**src/rtl/regbank_pkg.sv**
```systemverilog
package regbank_pkg;

  // Bank selected by the mode code
  typedef enum logic [2:0] {
    BK_USR, BK_FIQ, BK_IRQ, BK_SVC, BK_ABT, BK_UND, BK_SYS
  } bank_e;

  localparam logic [4:0] MC_USR = 5'b10000;
  localparam logic [4:0] MC_FIQ = 5'b10001;
  localparam logic [4:0] MC_IRQ = 5'b10010;
  localparam logic [4:0] MC_SVC = 5'b10011;
  localparam logic [4:0] MC_ABT = 5'b10111;
  localparam logic [4:0] MC_UND = 5'b11011;
  localparam logic [4:0] MC_SYS = 5'b11111;

  localparam int GPR_DEPTH = 30;          // r15 lives outside the array
  localparam int GPR_AW    = $clog2(GPR_DEPTH);
  localparam int SPSR_N    = 5;
  localparam int SLOT_W    = $clog2(SPSR_N);

  function automatic bank_e decode_mode(input logic [4:0] code);
    case (code)
      MC_FIQ:  return BK_FIQ;
      MC_IRQ:  return BK_IRQ;
      MC_SVC:  return BK_SVC;
      MC_ABT:  return BK_ABT;
      MC_UND:  return BK_UND;
      MC_SYS:  return BK_SYS;
      default: return BK_USR;
    endcase
  endfunction

  function automatic logic has_spsr(input bank_e b);
    return (b == BK_FIQ) || (b == BK_IRQ) || (b == BK_SVC) ||
           (b == BK_ABT) || (b == BK_UND);
  endfunction

  function automatic logic [SLOT_W-1:0] spsr_slot(input bank_e b);
    case (b)
      BK_IRQ:  return SLOT_W'(1);
      BK_SVC:  return SLOT_W'(2);
      BK_ABT:  return SLOT_W'(3);
      BK_UND:  return SLOT_W'(4);
      default: return SLOT_W'(0);
    endcase
  endfunction

  // Layout: 0..14 shared, 15..21 FIQ r8..r14, then pairs for IRQ/SVC/ABT/UND
  function automatic logic [GPR_AW-1:0] phys_of(input bank_e b, input logic [3:0] r);
    logic [GPR_AW-1:0] base;
    logic              hi;
    hi   = (r == 4'd14);
    base = GPR_AW'(0);
    case (b)
      BK_IRQ:  base = GPR_AW'(22);
      BK_SVC:  base = GPR_AW'(24);
      BK_ABT:  base = GPR_AW'(26);
      BK_UND:  base = GPR_AW'(28);
      default: base = GPR_AW'(0);
    endcase
    if (b == BK_FIQ && r >= 4'd8 && r <= 4'd14)
      return GPR_AW'(r) + GPR_AW'(7);
    else if ((r == 4'd13 || r == 4'd14) && base != GPR_AW'(0))
      return base + GPR_AW'(hi);
    else
      return GPR_AW'(r);
  endfunction

endpackage

```
**src/rtl/bank_map.sv**
```systemverilog
module bank_map
  import regbank_pkg::*;
#(
  parameter int AW = GPR_AW
) (
  input  bank_e         bank,
  input  logic [3:0]    arch_idx,
  output logic [AW-1:0] phys_idx
);
  assign phys_idx = AW'(phys_of(bank, arch_idx));
endmodule

```
**src/rtl/gpr_store.sv**
```systemverilog
module gpr_store #(
  parameter int DATA_W = 32,
  parameter int DEPTH  = 30,
  parameter int NUM_RD = 2,
  localparam int AW    = $clog2(DEPTH)
) (
  input  logic                           clk,
  input  logic                           we,
  input  logic [AW-1:0]                  waddr,
  input  logic [DATA_W-1:0]              wdata,
  input  logic [NUM_RD-1:0][AW-1:0]      raddr,
  output logic [NUM_RD-1:0][DATA_W-1:0]  rdata
);
  logic [DATA_W-1:0] mem [DEPTH];

  always_ff @(posedge clk) begin
    if (we) mem[waddr] <= wdata;
  end

  for (genvar p = 0; p < NUM_RD; p++) begin : g_rd
    always_ff @(posedge clk) begin
      rdata[p] <= mem[raddr[p]];
    end
  end
endmodule

```
**src/rtl/pc_unit.sv**
```systemverilog
module pc_unit #(
  parameter int DATA_W = 32
) (
  input  logic              clk,
  input  logic              rst,
  input  logic              thumb,
  input  logic              pc_we,
  input  logic [DATA_W-1:0] pc_wdata,
  input  logic              gp_we,
  input  logic [DATA_W-1:0] gp_wdata,
  output logic [DATA_W-1:0] pc_q,
  output logic [DATA_W-1:0] pc_read
);
  logic [DATA_W-1:0] src, mask, pc_d;

  assign src  = pc_we ? pc_wdata : gp_wdata;
  assign mask = {{(DATA_W-2){1'b1}}, thumb, 1'b0};
  assign pc_d = (pc_we || gp_we) ? (src & mask) : pc_q;
  // r15 read reflects a same-cycle write plus the pipeline offset
  assign pc_read = pc_d + (thumb ? DATA_W'(4) : DATA_W'(8));

  always_ff @(posedge clk) begin
    if (rst) pc_q <= '0;
    else     pc_q <= pc_d;
  end


  pc_even_chk: assert property (@(posedge clk) disable iff (rst)
    pc_q[0] == 1'b0);


  pc_word_chk: assert property (@(posedge clk) disable iff (rst)
    (pc_we && !thumb) |=> pc_q[1:0] == 2'b00);


  pc_port_wins_chk: assert property (@(posedge clk) disable iff (rst)
    (pc_we && gp_we) |=> pc_q[DATA_W-1:2] == $past(pc_wdata[DATA_W-1:2]));
endmodule

```
**src/rtl/status_bank.sv**
```systemverilog
module status_bank
  import regbank_pkg::*;
#(
  parameter int DATA_W = 32,
  parameter int NSPSR  = SPSR_N
) (
  input  logic              clk,
  input  logic              rst,
  input  bank_e             bank,
  input  logic              cpsr_we,
  input  logic [DATA_W-1:0] cpsr_wdata,
  output logic [DATA_W-1:0] cpsr_q,
  input  logic              spsr_we,
  input  logic [DATA_W-1:0] spsr_wdata,
  output logic [DATA_W-1:0] spsr_q
);
  localparam logic [DATA_W-1:0] CPSR_RST = DATA_W'(MC_SVC);

  logic [NSPSR-1:0][DATA_W-1:0] spsr_r;
  logic [NSPSR-1:0]             slot_we;
  logic                         owns;
  logic [SLOT_W-1:0]            slot;

  assign owns = has_spsr(bank);
  assign slot = spsr_slot(bank);

  always_ff @(posedge clk) begin
    if (rst)          cpsr_q <= CPSR_RST;
    else if (cpsr_we) cpsr_q <= cpsr_wdata;
  end

  for (genvar g = 0; g < NSPSR; g++) begin : g_spsr
    assign slot_we[g] = spsr_we && owns && (slot == SLOT_W'(g));
    always_ff @(posedge clk) begin
      if (slot_we[g]) spsr_r[g] <= spsr_wdata;
    end
  end

  assign spsr_q = owns ? spsr_r[slot] : '0;


  cpsr_load_chk: assert property (@(posedge clk) disable iff (rst)
    cpsr_we |=> cpsr_q == $past(cpsr_wdata));


  spsr_onehot_chk: assert property (@(posedge clk) disable iff (rst)
    $onehot0(slot_we));


  spsr_user_zero_chk: assert property (@(posedge clk) disable iff (rst)
    (bank == BK_USR || bank == BK_SYS) |-> spsr_q == '0);


  spsr_user_hold_chk: assert property (@(posedge clk) disable iff (rst)
    (spsr_we && (bank == BK_USR || bank == BK_SYS)) |=> $stable(spsr_r));
endmodule

```
**src/rtl/banked_regfile.sv**
```systemverilog
module banked_regfile
  import regbank_pkg::*;
#(
  parameter int DATA_W = 32,
  parameter int NUM_RD = 2,
  localparam int AW    = GPR_AW
) (
  input  logic              clk,
  input  logic              rst,
  input  logic [3:0]        rd_a_idx,
  output logic [DATA_W-1:0] rd_a_data,
  input  logic [3:0]        rd_b_idx,
  output logic [DATA_W-1:0] rd_b_data,
  input  logic              wr_en,
  input  logic [3:0]        wr_idx,
  input  logic [DATA_W-1:0] wr_data,
  input  logic              pc_we,
  input  logic [DATA_W-1:0] pc_wdata,
  output logic [DATA_W-1:0] pc_q,
  input  logic              cpsr_we,
  input  logic [DATA_W-1:0] cpsr_wdata,
  output logic [DATA_W-1:0] cpsr_q,
  input  logic              spsr_we,
  input  logic [DATA_W-1:0] spsr_wdata,
  output logic [DATA_W-1:0] spsr_q
);
  localparam logic [3:0] PC_IDX = 4'd15;

  bank_e                          cur_bank;
  logic                           thumb;
  logic                           gpr_we, pcw_gp;
  logic [AW-1:0]                  w_phys;
  logic [NUM_RD-1:0][3:0]         r_arch;
  logic [NUM_RD-1:0][AW-1:0]      r_phys;
  logic [NUM_RD-1:0][DATA_W-1:0]  mem_q, rd_out;
  logic [NUM_RD-1:0]              byp_q, pcsel_q;
  logic [DATA_W-1:0]              byp_val_q, pc_read, pc_read_q;

  assign cur_bank = decode_mode(cpsr_q[4:0]);
  assign thumb    = cpsr_q[5];
  assign gpr_we   = wr_en && (wr_idx != PC_IDX);
  assign pcw_gp   = wr_en && (wr_idx == PC_IDX);

  assign r_arch[0] = rd_a_idx;
  assign r_arch[1] = rd_b_idx;

  status_bank #(.DATA_W(DATA_W)) i_status (
    .clk(clk), .rst(rst), .bank(cur_bank),
    .cpsr_we(cpsr_we), .cpsr_wdata(cpsr_wdata), .cpsr_q(cpsr_q),
    .spsr_we(spsr_we), .spsr_wdata(spsr_wdata), .spsr_q(spsr_q)
  );

  pc_unit #(.DATA_W(DATA_W)) i_pc (
    .clk(clk), .rst(rst), .thumb(thumb),
    .pc_we(pc_we), .pc_wdata(pc_wdata),
    .gp_we(pcw_gp), .gp_wdata(wr_data),
    .pc_q(pc_q), .pc_read(pc_read)
  );

  bank_map #(.AW(AW)) i_wmap (
    .bank(cur_bank), .arch_idx(wr_idx), .phys_idx(w_phys)
  );

  gpr_store #(.DATA_W(DATA_W), .DEPTH(GPR_DEPTH), .NUM_RD(NUM_RD)) i_store (
    .clk(clk), .we(gpr_we), .waddr(w_phys), .wdata(wr_data),
    .raddr(r_phys), .rdata(mem_q)
  );

  always_ff @(posedge clk) begin
    byp_val_q <= wr_data;
    pc_read_q <= pc_read;
  end

  for (genvar p = 0; p < NUM_RD; p++) begin : g_port
    bank_map #(.AW(AW)) i_rmap (
      .bank(cur_bank), .arch_idx(r_arch[p]), .phys_idx(r_phys[p])
    );
    always_ff @(posedge clk) begin
      pcsel_q[p] <= (r_arch[p] == PC_IDX);
      byp_q[p]   <= gpr_we && (wr_idx == r_arch[p]);
    end
    assign rd_out[p] = pcsel_q[p] ? pc_read_q :
                       byp_q[p]   ? byp_val_q : mem_q[p];
  end

  assign rd_a_data = rd_out[0];
  assign rd_b_data = rd_out[1];


  rd_bypass_chk: assert property (@(posedge clk) disable iff (rst)
    (wr_en && wr_idx == rd_a_idx && wr_idx != PC_IDX) |=> rd_a_data == $past(wr_data));


  r15_offset_chk: assert property (@(posedge clk) disable iff (rst)
    (rd_b_idx == PC_IDX && !pc_we && !pcw_gp && !cpsr_we)
      |=> rd_b_data == pc_q + (cpsr_q[5] ? DATA_W'(4) : DATA_W'(8)));
endmodule

```
**config.mk**
```make
export PLATFORM = sky130hd
export DESIGN_NAME = banked_regfile
export DESIGN_NICKNAME = d
export VERILOG_FILES = /design/src/rtl/regbank_pkg.sv /design/src/rtl/bank_map.sv /design/src/rtl/gpr_store.sv /design/src/rtl/pc_unit.sv /design/src/rtl/status_bank.sv /design/src/rtl/banked_regfile.sv
export SDC_FILE = /design/constraint.sdc
export NUM_CORES = 2
export LEC_CHECK = 0
export BUFFER_PORTS_ARGS = -buffer_cell sky130_fd_sc_hd__buf_2
export CORE_MARGIN = 10
export CORE_UTILIZATION = 40
export CTS_BUF_LIST = sky130_fd_sc_hd__clkbuf_2
export DETAILED_ROUTE_END_ITERATION = 10
export PLACE_DENSITY_LB_ADDON = 0.12
export SLEW_MARGIN = 0
export SYNTH_ARGS = -nofsm -noshare
export SYNTH_HDL_FRONTEND = slang
export SYNTH_SLANG_ARGS = --single-unit
```
**constraint.sdc**
```tcl
create_clock -name clk -period 4.26 [get_ports clk]
set_input_delay 0.426 -clock clk [delete_from_list [all_inputs] [get_ports clk]]
set_output_delay 0.426 -clock clk [all_outputs]
set_load 0.03 [all_outputs]
```
==> results_dict.tcl <==
set metrics [dict create \
    dpl_cell_area_um2 65300 \
    initial_core_util_pct 40.2 \
    grt_max_degree 121 \
    cp-end-kind "output port" \
    maxSlewHeadroom_pct 16.9 \
    routedWlPerCell_um 29.8 \
    gp_congestion 0.864 \
    cts.sinks 1316 \
    p_total_mw 29.0 \
    worstPathMaxFanout 9 \
    synth_nets 5260 \
    rows 142 \
    clock_skew_ns 0.237 \
    drcViolationCount 0 \
    tritoncts "done" \
    rsz0062_at_grt "true" \
    critPathSlowestCell "mux2i_1" \
    fmax_mhz 240 \
    max_stage_delay_ns 0.86 \
    clockPowerShare_pct 31.1 \
    stdcell_area_um2 73600 \
    timing_max_transition_violations_final 0 \
    fp.coreArea_um2 150000 \
    cts_buffers 361 \
    gr-usage-all-layers_pct 28.8 \
    gr-total-overflow 0 \
    place_hpwl_um 146000 \
    p_per_area_nw_per_um2 394 \
    vias 50200 \
    die_w_um 408 \
    layout-drive-gt1-share_pct 21.8 \
    hold_class "input port to register" \
    synthCells 5099 \
    yosys.area.top_type "edfxtp_1" \
    grt_pass1_vias 49400 \
    drtPass1Iterations 6 \
    ys_seq_area_share_pct 62.4 \
    syn_avg_cell_area_um2 11.8 \
    synth_most_common_cell "nand2_1" \
    synth_seq_cells 1316 \
    clock_path_buffers 4 \
    final_net_count 6252 \
    dieArea_um2 166000 \
    crit_arrival_ns 3.74 \
    setup_viol 0 \
    port_buffers 304 \
    netlist_area_um2 60200 \
    cts_root_buf "clkbuf_2" \
    syn_to_final_growth_pct 22.2 \
    synth_flop_cell "edfxtp_1" \
    status "complete, no violations" \
    drt_iter0_markers 5978 \
    clkSlewWorstSetupHoldPaths_ns 0.10 \
    postSynth.asyncResetShare_pct 0 \
    tightest_slew_ns 1.25 \
    synth-edff-count 1120 \
    period_share_pct 97.7 \
    synthTopCellsByArea "edfxtp_1, nand2_1, dfxtp_1, mux2i_1, nand3_1" \
    antenna_found_initial 17 \
    synth_top_cell_area_share_pct 55.8 \
    cp-start-kind "register" \
    power.share.combinational_pct 18.6 \
    postRouteAntennaNets 0 \
    die_h_um 408 \
    p_sw_mw 9.21 \
    drt-vias-per-instance 5.98 \
    synthTopCellsByCount "nand2_1, edfxtp_1, nand3_1" \
    power.leakage_nw 27.0 \
    critPathKind "register to output port" \
    p_int_mw 19.8 \
    pin_count 306 \
    drv_cap 0 \
    fin_crit_ns 4.16 \
    yosysWarnings 0 \
    hold_viol 0 \
    path_cells "mux2i_1, o21ai_0, buf_2" \
    required_ns 3.83 \
    h-tree-depth 5 \
    vdd_drop_max_v 0.000260 \
    seqPwrFrac_pct 50.3 \
    switching_share_pct 31.8 \
    wirelength_um 250000 \
    grt_pass1_wl_um 352000 \
    clock_latency_ns 1.78 \
    synth_cell_types 86 \
]
## layer usage
metal	vias to the layer above	routed length, µm	track usage [%]
met5	-	32	0
met4	6	17100	17.6
met3	674	23700	6.07
met2	2880	109000	43.2
met1	25000	101000	38.2
li1	21600	-	-
## flip-flops by register name (all words and copies together), names as in the netlist
signal / flops
i_store.mem: 960
i_status.spsr_r: 160
i_store.rdata: 64
byp_val_q: 32
i_pc.pc_q: 32
i_status.cpsr_q: 32
pc_read_q: 32
byp_q: 2
pcsel_q: 2
## cell type report
cell class                 instances  area [µm²]
antenna                           18        45.0
clock buffer                     580        2900
clock inverter                    47         234
fill                           13500       76200
inverter                          16        60.1
multi-input combinational       3368       21300
sequential                      1316       37600
tap                             2016        2520
timing repair buffer            1028        8940
## path summary, 6_finish.rpt
check	start	to	slack [ns]	cells after the start
setup / recovery	byp_q[1]	rd_b_data[3]	0.1	3
hold / removal	wr_data[12]	i_pc.pc_q[12]	0.16	6
setup reg to reg	i_status.cpsr_q[2]	i_store.mem[7][9]	0.23	10
hold reg to reg	i_pc.pc_q[0]	pc_read_q[0]	0.49	1
## cell usage in the layout, fill, tap and decap left out, drive strengths merged, types with 14 or more instances in the layout
cell type       n
xor2           16
mux2           70
xnor2          26
o21ai          79
mux4           32
o22ai         160
ha             14
a31oi          97
dlygate4sd3   477
nor3           54
diode          18
a21oi         199
buf           550
dfxtp         196
a221o          27
o32ai          32
inv            20
nor2          187
mux2i         331
a221oi         96
nor4           34
nor2b          17
clkinv         41
o211ai         57
edfxtp       1120
a32oi          69
nand2        1174
clkbuf        581
nand3         338
nand4          40
a2bb2oi        54
a211oi         33
a222oi         32
## timing repair
item / CTS / global route
gates resized for setup: 37 / 12
hold endpoints to repair: 2392 / 67
setup buffers: 1 / 0
setup endpoints to repair: 75 / 17
pin swaps: 0 / 0
hold buffers: 481 / 3
## cells by family (layout without fill, tap and decap cells)
family	after synthesis	after routing	share of synthesized area [%]
flops	1316	1316	62.4
other cells	0	18	0
compound gates	991	991	11.6
fa+ha+maj	15	15	0.324
simple gates	1887	1887	13.6
buf+inv	415	1671	3.34
mux	433	433	8.21
xor+xnor	42	42	0.611
## worst max-delay path: cells and delay by family (launching register included)
kind | cells | cell delay [ns]
mux | 1 | 0.86
flops | 1 | 0.57
compound gates | 1 | 0.27
buf+inv | 1 | 0.27
## power groups by stage
stage	sequential, mW	clock, mW	combinational, mW
final	14.6	9.00	5.38
after global placement	14.9	0	4.80
after floorplan	14.8	0	2.74
after detailed placement	14.9	0	4.81
after global routing	14.6	9.82	5.60
after CTS	14.6	9.16	5.26
## stage by stage
step                      utilization (%)  setup TNS (ns)  worst slack (ns)  hold slack, ns  cells
after floorplan                         -               0             0.120           0.454   5099
after global placement               43.6               0             0.417           0.456   7261
after detailed placement             43.6               0             0.365           0.457   7261
after CTS                            49.1               0           0.00478        0.000197   8370
after global routing                 49.1          -0.862           -0.0801          0.0256   8387
final                                49.2               0            0.0963           0.161   8389
(Power assumes the default switching activity.)
